<file path="src/rtl/rxq_pkg.sv">
package rxq_pkg;

  typedef struct packed {
    logic       brk;
    logic       ferr;
    logic [7:0] data;
  } rx_char_t;

  // Trigger depth for a 3-bit select code; codes above 5 saturate at 48.
  function automatic logic [6:0] trig_depth(input logic [2:0] sel);
    case (sel)
      3'd0:    trig_depth = 7'd1;
      3'd1:    trig_depth = 7'd4;
      3'd2:    trig_depth = 7'd8;
      3'd3:    trig_depth = 7'd16;
      3'd4:    trig_depth = 7'd32;
      default: trig_depth = 7'd48;
    endcase
  endfunction

  // Idle limit in character times; 0 means the timeout is off.
  function automatic logic [4:0] idle_limit(input logic [1:0] sel);
    case (sel)
      2'd1:    idle_limit = 5'd4;
      2'd2:    idle_limit = 5'd8;
      2'd3:    idle_limit = 5'd16;
      default: idle_limit = 5'd0;
    endcase
  endfunction

  // Processor-side word layout: {brk, ferr, empty, data}.
  function automatic logic [10:0] pack_word(input rx_char_t c, input logic empty);
    if (empty) pack_word = 11'h100;
    else       pack_word = {c.brk, c.ferr, 1'b0, c.data};
  endfunction

endpackage

</file>
<file path="src/rtl/rxq_store.sv">
module rxq_store
  import rxq_pkg::*;
#(
  parameter int DEPTH = 64,
  localparam int AW = $clog2(DEPTH),
  localparam int CW = AW + 1
) (
  input  logic          clk,
  input  logic          rst_n,
  input  logic          push,
  input  rx_char_t      push_char,
  input  logic          pop,
  output rx_char_t      head,
  output logic          empty,
  output logic          full,
  output logic [CW-1:0] count,
  output logic          push_ok,
  output logic          pop_ok,
  output logic          push_drop
);

  rx_char_t      mem [DEPTH];
  logic [AW-1:0] wr_ptr, rd_ptr;

  assign empty     = (count == '0);
  assign full      = (count == CW'(DEPTH));
  assign push_ok   = push && !full;
  assign push_drop = push && full;
  assign pop_ok    = pop && !empty;
  assign head      = mem[rd_ptr];

  always_ff @(posedge clk) begin
    if (push_ok) mem[wr_ptr] <= push_char;
  end

  always_ff @(posedge clk or negedge rst_n) begin
    if (!rst_n) begin
      wr_ptr <= '0;
      rd_ptr <= '0;
      count  <= '0;
    end else begin
      if (push_ok) wr_ptr <= (wr_ptr == AW'(DEPTH - 1)) ? '0 : wr_ptr + 1'b1;
      if (pop_ok)  rd_ptr <= (rd_ptr == AW'(DEPTH - 1)) ? '0 : rd_ptr + 1'b1;
      case ({push_ok, pop_ok})
        2'b10:   count <= count + 1'b1;
        2'b01:   count <= count - 1'b1;
        default: count <= count;
      endcase
    end
  end

  assert_fill_bound_R3: assert property (@(posedge clk) disable iff (!rst_n)
    count <= CW'(DEPTH));

  assert_count_step_R3: assert property (@(posedge clk) disable iff (!rst_n)
    (push_ok && !pop_ok) |=> (count == $past(count) + 1'b1));

  assert_empty_read_holds_R2: assert property (@(posedge clk) disable iff (!rst_n)
    (pop && empty && !push) |=> ($stable(rd_ptr) && count == '0));

endmodule

</file>
<file path="src/rtl/rxq_idle_timer.sv">
module rxq_idle_timer
  import rxq_pkg::*;
(
  input  logic       clk,
  input  logic       rst_n,
  input  logic       tick,
  input  logic       restart,
  input  logic       empty,
  input  logic [1:0] sel,
  output logic       tmo_req
);

  logic [4:0] limit;
  logic [4:0] idle_cnt;

  assign limit = idle_limit(sel);

  always_ff @(posedge clk or negedge rst_n) begin
    if (!rst_n)                      idle_cnt <= '0;
    else if (restart || empty)       idle_cnt <= '0;
    else if (tick && idle_cnt < limit) idle_cnt <= idle_cnt + 1'b1;
  end

  assign tmo_req = (limit != '0) && (idle_cnt >= limit) && !empty;

  assert_restart_clears_R7: assert property (@(posedge clk) disable iff (!rst_n)
    (restart && $stable(sel)) |=> !tmo_req);

  assert_rise_on_tick_R6: assert property (@(posedge clk) disable iff (!rst_n)
    ($rose(tmo_req) && $stable(sel) && $stable(empty)) |-> $past(tick));

endmodule

</file>
<file path="src/rtl/rxq_flags.sv">
module rxq_flags
  import rxq_pkg::*;
#(
  parameter int CW = 7
) (
  input  logic          clk,
  input  logic          rst_n,
  input  logic [CW-1:0] count,
  input  logic [2:0]    trig_sel,
  input  logic          drop,
  input  logic          ovr_clr,
  output logic          trig_req,
  output logic          overrun
);

  assign trig_req = int'(count) >= int'(trig_depth(trig_sel));

  always_ff @(posedge clk or negedge rst_n) begin
    if (!rst_n)       overrun <= 1'b0;
    else if (drop)    overrun <= 1'b1;
    else if (ovr_clr) overrun <= 1'b0;
  end

  assert_trig_needs_data_R5: assert property (@(posedge clk) disable iff (!rst_n)
    trig_req |-> (count != '0));

  assert_overrun_sticky_R4: assert property (@(posedge clk) disable iff (!rst_n)
    ($past(overrun) && !$past(ovr_clr)) |-> overrun);

endmodule

</file>
<file path="src/rtl/serial_rx_queue.sv">
module serial_rx_queue
  import rxq_pkg::*;
#(
  parameter int DEPTH = 64,
  parameter int LVL_W = 8
) (
  input  logic             clk,
  input  logic             rst_n,
  input  logic             rx_valid,
  input  logic [7:0]       rx_data,
  input  logic             rx_ferr,
  input  logic             rx_brk,
  input  logic             char_tick,
  input  logic             rd_en,
  output logic [10:0]      rd_word,
  output logic [LVL_W-1:0] fill_level,
  input  logic [2:0]       trig_sel,
  input  logic [1:0]       tmo_sel,
  output logic             trig_req,
  output logic             tmo_req,
  input  logic             ovr_clr,
  output logic             overrun
);

  localparam int CW = $clog2(DEPTH) + 1;

  rx_char_t      in_char, head;
  logic          empty, full, push_ok, pop_ok, push_drop;
  logic [CW-1:0] count;
  logic          restart;

  assign in_char = '{brk: rx_brk, ferr: rx_ferr, data: rx_data};

  rxq_store #(.DEPTH(DEPTH)) u_store (
    .clk(clk), .rst_n(rst_n),
    .push(rx_valid), .push_char(in_char), .pop(rd_en),
    .head(head), .empty(empty), .full(full), .count(count),
    .push_ok(push_ok), .pop_ok(pop_ok), .push_drop(push_drop)
  );

  assign restart = push_ok || pop_ok;

  rxq_idle_timer u_timer (
    .clk(clk), .rst_n(rst_n), .tick(char_tick), .restart(restart),
    .empty(empty), .sel(tmo_sel), .tmo_req(tmo_req)
  );

  rxq_flags #(.CW(CW)) u_flags (
    .clk(clk), .rst_n(rst_n), .count(count), .trig_sel(trig_sel),
    .drop(push_drop), .ovr_clr(ovr_clr), .trig_req(trig_req), .overrun(overrun)
  );

  assign rd_word    = pack_word(head, empty);
  assign fill_level = LVL_W'(count);

  assert_drop_sets_ovr_R4: assert property (@(posedge clk) disable iff (!rst_n)
    (rx_valid && full) |=> overrun);

  assert_empty_flag_R1: assert property (@(posedge clk) disable iff (!rst_n)
    rd_word[8] == (fill_level == '0));

endmodule

</file>
<file path="config.mk">
export PLATFORM = sky130hd
export DESIGN_NAME = serial_rx_queue
export DESIGN_NICKNAME = d
export VERILOG_FILES = /design/src/rtl/rxq_pkg.sv /design/src/rtl/rxq_store.sv /design/src/rtl/rxq_idle_timer.sv /design/src/rtl/rxq_flags.sv /design/src/rtl/serial_rx_queue.sv
export SDC_FILE = /design/constraint.sdc
export NUM_CORES = 1
export LEC_CHECK = 0
export ABC_AREA = 1
export CAP_MARGIN = 20
export CORE_MARGIN = 5
export CORE_UTILIZATION = 57
export DETAILED_ROUTE_END_ITERATION = 6
export GPL_TIMING_DRIVEN = 0
export HOLD_SLACK_MARGIN = 0.02
export MAX_ROUTING_LAYER = met4
export PLACE_DENSITY = 0.86
export SETUP_SLACK_MARGIN = 0.5
export SLEW_MARGIN = 10
export SYNTH_ARGS = -nofsm -noshare
export SYNTH_HDL_FRONTEND = slang
export SYNTH_HIERARCHICAL = 1
export SYNTH_SLANG_ARGS = --single-unit
</file>
<file path="constraint.sdc">
create_clock -name clk -period 2.8 [get_ports clk]
set_clock_uncertainty 0.2 [all_clocks]
set_input_delay 0.28 -clock clk [delete_from_list [all_inputs] [get_ports clk]]
set_output_delay 0.28 -clock clk [all_outputs]
set_load 0.1 [all_outputs]
</file>
# After elaboration in Yosys (flattened, before gate mapping)
# Memory sizes are Yosys's and may differ from the RTL's.
# Cells that the tools add are included.
# word_totals
register_bits	25
mem_bits_rw	640
mem_count	1
elab_cells	54
out_inout_bits	22
# mem_list
memory	words	width	rd	rd_clocked_by_memory_dff	wr	line_no	rtl
u_store.mem	64	10	1	0	1	rxq_store.sv:22	rx_char_t mem [DEPTH];
# classes
n_lt_le_gt_ge	3
n_eq_ne	12
n_addsub	5
mux	12
reduce_logical	16
# op_table
cell	n
case mux 6 bit (5 select lines)	1
case mux 5 bit (3 select lines)	1
case mux 7 bit (2 select lines)	1
adder 6 x 1 -> 6 bit (second input constant)	2
equality test 6 bit (second input constant)	2
2-to-1 mux 6 bit	2
2-to-1 mux 11 bit	1
2-to-1 mux 5 bit	2
adder 7 x 1 -> 7 bit (second input constant)	1
equality test 7 bit (second input constant)	1
greater-or-equal comparator 7 x 6 -> 1 bit	1
logical NOT 7 bit	1
subtractor 7 x 1 -> 7 bit (second input constant)	1
equality test 2 bit (second input constant)	3
equality test 3 x 2 -> 1 bit (second input constant)	2
logical AND 1 bit	6
nonzero test 2 bit	3
adder 5 x 1 -> 5 bit (second input constant)	1
greater-or-equal comparator 5 bit	1
less-than comparator 5 bit	1
nonzero test 5 bit	1
equality test 2 x 1 -> 1 bit (second input constant)	2
2-to-1 mux 1 bit	4
equality test 3 x 1 -> 1 bit (second input constant)	1
4 further kinds	6

# Longest topological paths before layout
# depth
depth_word	6
ltp_mapped	17
mapped_depth_nobuf	15

# Cells and area by module
# The synthesis kept the hierarchy.
# by_module_without_submodules
module	area_each_um2	instances	seq_area_each_um2	cells_per_inst
rxq_store	28705.0	1	19693.9	2731
rxq_idle_timer	460.4	1	125.1	60
rxq_flags	231.5	1	25.0	40
serial_rx_queue	116.4	1	0.0	27

# Least setup slack after synthesis
# No wires, ideal clock.
# synth_path
path_kind	register to output
startpoint	register u_store.count[0]
endpoint	output tmo_req
path_slack_ns	-0.995
arrival_time_ns	3.315
stages_incl_launch_ff	8
path_cell_list	dfrtp_1 > inv_1 > nand4_1 > inv_1 > nand3_1 > inv_1 > o21bai_1 > a31oi_1
# synth_via
elab_chain_len	3
# synth_lines
item	line_no	rtl
from (decl)	rxq_store.sv:16	output logic [CW-1:0] count,
from (signal assigned)	rxq_store.sv:45	2'b10: count <= count + 1'b1;
from (signal assigned)	rxq_store.sv:46	2'b01: count <= count - 1'b1;
from (signal assigned)	rxq_store.sv:47	default: count <= count;
logical NOT 7 bit	rxq_store.sv:25	assign empty = (count == '0);
net empty	serial_rx_queue.sv:28	logic empty, full, push_ok, pop_ok, push_drop;
logical NOT 1 bit	rxq_idle_timer.sv:24	assign tmo_req = (limit != '0) && (idle_cnt >= limit) && !empty;
logical AND 1 bit	rxq_idle_timer.sv:24	
to (decl)	serial_rx_queue.sv:20	output logic tmo_req,
# The timed path passes the listed nets, and every way through them passes these cells.

==> flow_summary.toml <==
[status]
status = "complete, but fails checks"
violations = "setup timing"

[power_and_ir_drop]
power.total_uw = 37500
leakagePower_uw = 0.0146
powerDensity_nw_per_um2 = 1040
irDropWorstVdd_mv = 0.639

[detailed_routing]
ant_nets = 0
dr_total_vias = 22600
avgRoutedWirePerCell_um = 23.2
wirelength_um = 88700
firstDrtPassIters = 6
vias_per_cell = 5.91
drt-initial-drc-count = 3294
remaining_drc_errors = 0

[die]
pin_count = 43
dieHeight_um = 238
die_x_um = 238
initial_core_util_pct = 57.5
dieArea_um2 = 56400
core_um2 = 51300
num_rows = 83

[timing]
worst_slack_ns = -0.597
finalCritPeriodShare_pct = 121
finalHoldViolCount = 0
slew_headroom_pct = 36.5
drv_slew = 0
rsz0062_at_grt = "yes"
fin_crit_ns = 3.40
setup_viol = 14
max_freq_mhz = 294
worstMarginPinSlew_ns = 0.956
whs_ns = 0.0642
fin_tns_setup_ns = -5.77

[logic_synthesis]
synth_edf_count = 640
synthFlopType = "edfxtp_1"
async_flop_share_pct = 3.76
ys_seq_elements = 665
synth_cell_type_count = 42
synth-seq-area-share_pct = 67.2
yosys_warnings = 6
synth_top_cell_area_share_pct = 65.1
avgSynthCellArea_um2 = 10.3
syn_inst = 2858
netlist_area_um2 = 29500
synth_fp_nets = 2898
synth_top_area_cell = "edfxtp_1"
yosys-top-cells-area = "edfxtp_1 (65%), nand2_1 (11%), nand3_1 (5.6%)"

[finish]
syn_to_final_growth_pct = 22.0
fillers = 3292
layout_common_cells = "nand2_1 (837), edfxtp_1 (640), inv_1 (340), nand3_1 (298), nor2_1 (201)"
fin_area_um2 = 36000
final_common_cell = "nand2_1"
drive_gt1_share_pct = 19.2
antenna_cells = 0
finalNetCount = 3130

[clock_tree]
clk_pin_slew_ns = 0.07
cts_buffer_depth = 3
clk_latency_ns = 0.59
numCtsBuffers = 69
htreeDepth = 3
cts_tree = "yes"
clock-root-buffer = "clkbuf_16"
clock_sinks = 665

[placement]
io_buffers = 41
placed_area_um2 = 31500
hpwl_um = 54500
place.gp.congestion = 0.950

[critical_path]
reg2reg_depth = 17
critPathMaxStageDelay_ns = 0.38
crit_slowest_cell = "dfrtp_1"
startpoint_type = "flop"
path_class = "flop to output pin"
path_max_fanout = 10
end_kind = "output pin"
crit_arrival_ns = 2.92
crit_chain = "buf_6 -> buf_8 -> buf_6 -> nor2_1 -> nor2_1 -> o21ai_0 -> nand3_1 -> nand3_1 -> nand2_1 -> nand3_2 -> nand2_2 -> inv_2 -> nor2_4 -> buf_12"
worstPathRequired_ns = 2.32

[hold_path]
hold_depth = 2
hp-class = "primary input to flop"

[global_route]
grt-ovfl-total = 0
grt_max_degree = 65
grt_pass1_wl_um = 127000
grt_usage_pct = 30.8
antenna_found_initial = 0
grt_pass1_vias = 21200

[job]
cap_violations = 0
## where the power goes
group	total (uW)	internal [uW]	switching [uW]	leakage, uW
Combinational	17200	5480	11800	0.00753
Sequential	11700	11400	287	0.00606
Clock	8540	4830	3710	0.00101
Total	37500	21700	15800	0.0146
## path summary, 6_finish.rpt
path	from	to	slack [ns]
worst min-delay path	ovr_clr	u_flags/overrun	0.06
worst max-delay path	u_store/rd_ptr[0]	rd_word[0]	-0.60
worst min register to register	u_flags/overrun	u_flags/overrun	0.33
worst max register to register	u_store/count[2]	u_store/count[6]	-0.08
max in group asynchronous	rst_n	u_store/count[4]	1.82
min in group asynchronous	rst_n	u_store/rd_ptr[4]	0.07
## metrics by stage
| step | instances | setup WS (ns) | util, % |
|---|---|---|---|
| after CTS | 3772 | -0.489 | 68.4 |
| after global placement | 3579 | -1.20 | 61.3 |
| after floorplan | 2858 | 0.119 | - |
| after detailed placement | 3583 | -1.21 | 61.4 |
| final | 3820 | -0.597 | 70.2 |
| after global routing | 3820 | -0.649 | 70.2 |
## critical path, delay by kind of cell, from the launching register on
kind | cells | cell delay, ns
AND/OR/NAND/NOR | 8 | 0.97
buffers and inverters | 5 | 0.77
flip-flops | 1 | 0.38
AO/OA/AOI/OAI | 1 | 0.18
## logic make-up after synthesis
group | count (synthesis) | share of synthesized area (%)
AND/OR/NAND/NOR | 1524 | 21.6
adder cells (fa/ha/maj) | 19 | 0.831
flip-flops | 665 | 67.2
XOR/XNOR | 13 | 0.386
buffers and inverters | 500 | 7.58
AO/OA/AOI/OAI | 136 | 2.38
other | 1 | 0.0127
## layout make-up
cell class                 instances  area (um2)  area share, %
buffer                           137        1170           3.24
multi-input combinational       1695        8530           23.7
sequential                       665       19900           55.2
inverter                         363        1400           3.90
tap                              680         851           2.36
clock buffer                      89        1840           5.12
timing repair buffer             159        2140           5.94
clock inverter                    32         210          0.584
## synthesized netlist by cell type, types with 2 or more instances
library cell,instances
nand2_1,871
edfxtp_1,640
inv_1,356
nand3_1,330
nor2_1,282
o21ai_0,84
buf_2,64
buf_4,29
dfrtp_1,25
a21oi_1,23
o21ai_1,23
buf_6,19
ha_1,18
clkbuf_1,16
xor2_1,10
or2_2,8
buf_1,7
nand4_1,6
nand4_4,6
inv_2,5
nor2_2,4
nor3_1,3
xnor2_1,3
a31oi_1,2
and3_1,2
buf_8,2
nand2_2,2
nand3_2,2
o21bai_1,2
or2_1,2
## sequential cells by signal, indices dropped and copies added, names as in the netlist
| register | cells |
|---|---|
| u_flags/overrun | 1 |
| u_store/rd_ptr | 6 |
| u_timer/idle_cnt | 5 |
| u_store/mem | 640 |
| u_store/count | 7 |
| u_store/wr_ptr | 6 |
## metal layers
| layer | global-route usage [%] | wire [um] | part of all wire [%] | up-vias |
|---|---|---|---|---|
| met5 | - | 0 | 0 | - |
| met1 | 38.7 | 31600 | 36 | 10700 |
| met3 | 6.02 | 10200 | 11 | 371 |
| met2 | 48.3 | 41400 | 47 | 1659 |
| met4 | 15.7 | 5410 | 6.1 | 0 |
| li1 | - | - | - | 9812 |
## what timing repair did
action                                 in CTS  in global routing
setup buffers                              65                 42
setup endpoints to repair                 663                642
pin swaps                                  48                 56
hold buffers                                1                  0
resized for setup                         303                 95
gates cloned                                2                  6
endpoints found under the hold margin      25                  0
(Power assumes the default switching activity.)
